`src/rtl/nal_pkg.sv`:
```
package nal_pkg;
  typedef struct packed {
    logic setHalf;
    logic clrHalf;
    logic clrIllegal;
    logic latchCol;
    logic latchRowLo;
    logic latchRowHi;
    logic incPtr;
  } ctlStrobe_t;
endpackage

```
`src/rtl/nal_control.sv`:
```
module nal_control #(
  parameter int DATA_W = 8,
  parameter int ADDR_CYCLES = 3
) (
  input  logic clk,
  input  logic rstN,
  input  logic ceN,
  input  logic cle,
  input  logic ale,
  input  logic weStrobe,
  input  logic rdStrobe,
  input  logic [DATA_W-1:0] ioIn,
  output nal_pkg::ctlStrobe_t strobes
);
  localparam int CNT_W = $clog2(ADDR_CYCLES + 1);
  localparam logic [CNT_W-1:0] CNT_FULL = CNT_W'(ADDR_CYCLES);

  logic [CNT_W-1:0] cycleCnt;
  logic cmdTake;
  logic addrTake;

  assign cmdTake  = weStrobe && !ceN && cle && !ale;
  assign addrTake = weStrobe && !ceN && ale && !cle;

  always_ff @(posedge clk) begin
    if (!rstN) begin
      cycleCnt <= '0;
    end else if (cmdTake) begin
      cycleCnt <= '0;
    end else if (addrTake && cycleCnt != CNT_FULL) begin
      cycleCnt <= cycleCnt + 1'b1;
    end
  end

  always_comb begin
    strobes = '0;
    strobes.setHalf    = cmdTake && (ioIn == DATA_W'(1));
    strobes.clrHalf    = cmdTake && (ioIn == '0);
    strobes.clrIllegal = cmdTake;
    strobes.latchCol   = addrTake && (cycleCnt == CNT_W'(0));
    strobes.latchRowLo = addrTake && (cycleCnt == CNT_W'(1));
    strobes.latchRowHi = addrTake && (cycleCnt == CNT_W'(2));
    strobes.incPtr     = rdStrobe && !ceN;
  end
endmodule

```
`src/rtl/nal_datapath.sv`:
```
module nal_datapath #(
  parameter int DATA_W = 8,
  parameter int PAGE_BYTES = 528
) (
  input  logic clk,
  input  logic rstN,
  input  nal_pkg::ctlStrobe_t strobes,
  input  logic [DATA_W-1:0] ioIn,
  output logic [DATA_W-1:0] colAddr,
  output logic halfSel,
  output logic [2*DATA_W-2:0] rowAddr,
  output logic [$clog2(PAGE_BYTES)-1:0] bytePtr,
  output logic addrDone,
  output logic addrIllegal
);
  localparam int PTR_W = $clog2(PAGE_BYTES);
  localparam logic [PTR_W-1:0] PTR_MAX = PTR_W'(PAGE_BYTES - 1);

  logic [DATA_W-1:0] rowLo;
  logic [DATA_W-2:0] rowHi;

  assign rowAddr = {rowHi, rowLo};

  always_ff @(posedge clk) begin
    if (!rstN) begin
      colAddr     <= '0;
      rowLo       <= '0;
      rowHi       <= '0;
      halfSel     <= 1'b0;
      addrDone    <= 1'b0;
      addrIllegal <= 1'b0;
      bytePtr     <= '0;
    end else begin
      addrDone <= strobes.latchRowHi;
      if (strobes.setHalf) halfSel <= 1'b1;
      else if (strobes.clrHalf) halfSel <= 1'b0;
      if (strobes.latchCol) colAddr <= ioIn;
      if (strobes.latchRowLo) rowLo <= ioIn;
      if (strobes.latchRowHi) rowHi <= ioIn[DATA_W-2:0];
      if (strobes.clrIllegal) addrIllegal <= 1'b0;
      else if (strobes.latchRowHi) addrIllegal <= ioIn[DATA_W-1];
      if (strobes.latchRowHi) begin
        bytePtr <= PTR_W'({halfSel, colAddr});
      end else if (strobes.incPtr && bytePtr != PTR_MAX) begin
        bytePtr <= bytePtr + 1'b1;
      end
    end
  end
endmodule

```
`src/rtl/nand_addr_latch.sv`:
```
module nand_addr_latch #(
  parameter int DATA_W = 8,
  parameter int PAGE_BYTES = 528,
  parameter int ADDR_CYCLES = 3
) (
  input  logic clk,
  input  logic rstN,
  input  logic ceN,
  input  logic cle,
  input  logic ale,
  input  logic weStrobe,
  input  logic [DATA_W-1:0] ioIn,
  input  logic rdStrobe,
  output logic [DATA_W-1:0] colAddr,
  output logic halfSel,
  output logic [2*DATA_W-2:0] rowAddr,
  output logic [$clog2(PAGE_BYTES)-1:0] bytePtr,
  output logic addrDone,
  output logic addrIllegal
);
  nal_pkg::ctlStrobe_t strobes;

  nal_control #(.DATA_W(DATA_W), .ADDR_CYCLES(ADDR_CYCLES)) u_ctl (
    .clk(clk), .rstN(rstN), .ceN(ceN), .cle(cle), .ale(ale),
    .weStrobe(weStrobe), .rdStrobe(rdStrobe), .ioIn(ioIn), .strobes(strobes)
  );

  nal_datapath #(.DATA_W(DATA_W), .PAGE_BYTES(PAGE_BYTES)) u_dp (
    .clk(clk), .rstN(rstN), .strobes(strobes), .ioIn(ioIn),
    .colAddr(colAddr), .halfSel(halfSel), .rowAddr(rowAddr),
    .bytePtr(bytePtr), .addrDone(addrDone), .addrIllegal(addrIllegal)
  );
endmodule

```
`config.mk`:
```
export PLATFORM = sky130hd
export DESIGN_NAME = nand_addr_latch
export DESIGN_NICKNAME = d
export VERILOG_FILES = /design/src/rtl/nal_pkg.sv /design/src/rtl/nal_control.sv /design/src/rtl/nal_datapath.sv /design/src/rtl/nand_addr_latch.sv
export SDC_FILE = /design/constraint.sdc
export NUM_CORES = 1
export LEC_CHECK = 0
export CORE_ASPECT_RATIO = 0.9
export CORE_UTILIZATION = 34
export CTS_CLUSTER_DIAMETER = 40
export DETAILED_ROUTE_END_ITERATION = 8
export PLACE_DENSITY = 0.72
export SLEW_MARGIN = 30
export SYNTH_ARGS = -nofsm -noshare
export SYNTH_HDL_FRONTEND = slang
export SYNTH_SLANG_ARGS = --single-unit
```
`constraint.sdc`:
```
create_clock -name clk -period 1.5 [get_ports clk]
set_clock_uncertainty 0.15 [all_clocks]
set_input_delay 0.225 -clock clk [delete_from_list [all_inputs] [get_ports clk]]
set_output_delay 0.225 -clock clk [all_outputs]
set_load 0.05 [all_outputs]
```
==> impl_metrics.ini <==
[job]
cap_violations = 0

[timing]
finalSetupViolCount = 9
timing.final.ws_setup_ns = -0.227
period_share = 1.15
worst_pin_slew_ns = 0.342
maxSlewViolCount = 0
slew_headroom = 0.771
whs_ns = 0.249
fin_crit_ns = 1.73
rsz0062_at_grt = true
fmax_mhz = 579
finalHoldViolCount = 0

[power]
power_mw = 1.99
ir_drop_uv = 399
power.density_nw_per_um2 = 626
power_leakage_nw = 1.23

[global_routing]
grt_pass1_vias = 1692
grt_usage = 0.195
grt.overflow.total = 0
grt_max_degree = 37
grt_first_pass_wirelength_mm = 8.16
grt_antenna_before_repair = 0

[logic_synthesis]
synthCells = 199
yosys_warnings = 0
ys.flop_type = dfxtp_1
synthArstFlopShare = 0
synth_top_family_by_area = simple AND/OR/NAND/NOR gates
yosys.area_share.simple = 0.245
yosysUniqueCellTypes = 36
synth_area_sq_um = 1710
syn_nets = 219
syn_area_per_cell_sq_um = 8.59
synth-compound-area-share = 0.183
synthMuxAreaShare = 0.0234
synth_edf_count = 0
synthAdderAreaFrac = 0.0366
synthXorXnorAreaFrac = 0.0359
synth_seq_cells = 38
yosysSeqAreaShare = 0.445

[cells_and_area]
multiInputGateArea_sq_um = 1020
num-nets-final = 304
n_fill_cell = 372
seq_area_sq_um = 786
syn_to_final_growth_pct = 86.2
diodes = 0
drive_above_1_share = 0.407
fin_util = 0.658

[clocking]
htreeDepth = 2
cts.path.max_buffers = 2
cts_made_buffers = 5
cts_sinks = 38
cts_tree = built
clk_latency_ns = 0.29
clkTransAtPathRegs_ns = 0.07
clockRootBuffer = clkbuf_8

[floorplanning]
chipWidth_microns = 76.7
start_util = 0.354
core-area_sq_um = 4830
fp.dieH_microns = 69.3
dieArea_sq_um = 5310
num_io_pins = 51
std_cell_rows = 24

[critical_path]
setup.worst_path.start = u_dp.bytePtr[8]
worstPathMaxFanout = 3
crit_type = reg -> reg
required_ns = 1.53
worstReg2RegStart = u_dp.bytePtr[8]
critPathLaunchType = flip-flop
rrSetupSlack_ns = -0.23
ff2ff_path_depth = 4
end_kind = flip-flop
arrival_ns = 1.75

[min_path]
hold_class = in -> reg
holdPathStages = 4
min_from = ioIn[5]

[route]
avgViaCountPerCell = 5.07
route.detailed.wl_per_inst_microns = 15.2
vias = 1776
first_iter_violations = 93
dr.pass1.iters = 4
wirelength_mm = 5.31
drc = 0
ant_nets = 0

[placed_design]
gp_congestion = 0.820
place_ws_ns = -0.415
portBuffers = 50
dp_hpwl_mm = 3.49

[status]
status = finished, violations left
violations = setup timing
[flip-flops by register name, indices dropped and copies added (netlist names)]
| name | flops |
|---|---|
| u_dp.addrIllegal | 1 |
| u_dp.addrDone | 1 |
| u_dp.colAddr | 8 |
| u_dp.rowHi | 7 |
| u_ctl.cycleCnt | 2 |
| u_dp.halfSel | 1 |
| u_dp.bytePtr | 10 |
| u_dp.rowLo | 8 |
[worst max-delay path, stage by stage (launching register included)]
cell and delay (ns):
dfxtp_4 0.34, or4b_4 0.55, o31a_1 0.29, mux2i_1 0.20, a21oi_1 0.09
[metrics by stage]
stage                     instances  instance area [sq um]  setup TNS [ns]
after CTS                       345                   3060          -0.791
after global placement          335                   2880          -11.08
after detailed placement        335                   2880          -11.73
final                           350                   3180          -0.889
after floorplan                 199                   1730          -0.755
after global routing            350                   3180           -1.59
[path summary, 6_finish.rpt]
kind	end
worst min register to register	u_dp.rowLo[2]
worst max register to register	u_dp.bytePtr[1]
worst min-delay path	u_dp.colAddr[5]
worst max-delay path	u_dp.bytePtr[1]
[layer usage]
layer	up-vias	part of all wire	track usage
met1	833	0.42	0.240
met2	67	0.52	0.330
met3	8	0.054	0.0474
met4	0	0.013	0.0705
met5	-	0	0
li1	868	-	-
[synth_stat cells, types with 2 or more instances]
cell type   n  area share
a21boi_0   25        0.11
a21oi_1     8       0.023
clkbuf_1    8       0.018
dfxtp_1    38        0.45
ha_1        5       0.037
inv_1       4      0.0088
mux2i_1     4       0.023
nand2_1    41       0.090
nand3_1    18       0.053
nand4_1     2      0.0073
nor2_1      4      0.0088
nor2b_1     3       0.011
nor3_1      5       0.015
o21ai_0     7       0.020
xnor2_1     6       0.031
[cell usage in the layout (no fill, tap or decap), drive strengths merged, types with 2 or more instances in the layout]
cell type       n
clkdlybuf4s50   7
o21ai           7
nand3          18
dlygate4sd2     3
dlymetal6s2s    4
clkbuf          7
nand4           2
buf            74
a21oi           8
nor2b           3
mux2i           4
dfxtp          38
ha              5
inv             4
a21boi         25
nor2            4
xnor2           6
nand2          41
nor3            5
[cells by family (layout without fill, tap and decap cells)]
family,count (synthesis),after routing
compound gates,46,46
fa+ha+maj,5,5
mux,4,4
flops,38,38
buf+inv,14,100
xor+xnor,7,7
simple gates,85,85
[power by group]
| part | internal [mW] | switching (mW) | total, mW |
|---|---|---|---|
| clock | 0.371 | 0.346 | 0.716 |
| sequential | 1.01 | 0.0139 | 1.03 |
| combinational | 0.135 | 0.115 | 0.250 |
[area by class of cell]
class,instances,share of cell area
multi-input cells,147,0.320
well taps,65,0.0256
inverters,4,0.00472
flip-flops and latches,38,0.247
repair buffers,88,0.375
clock buffers,7,0.0271
clock inverters,1,0.00157
[repair_timing]
item,4_1_cts,5_1_grt
buffers inserted,2,5
gates cloned,0,0
gates resized for setup,30,24
pin swaps,4,16
hold buffers,0,0
setup endpoints to repair,28,35
Note: power is estimated with default switching activity, not from simulation.
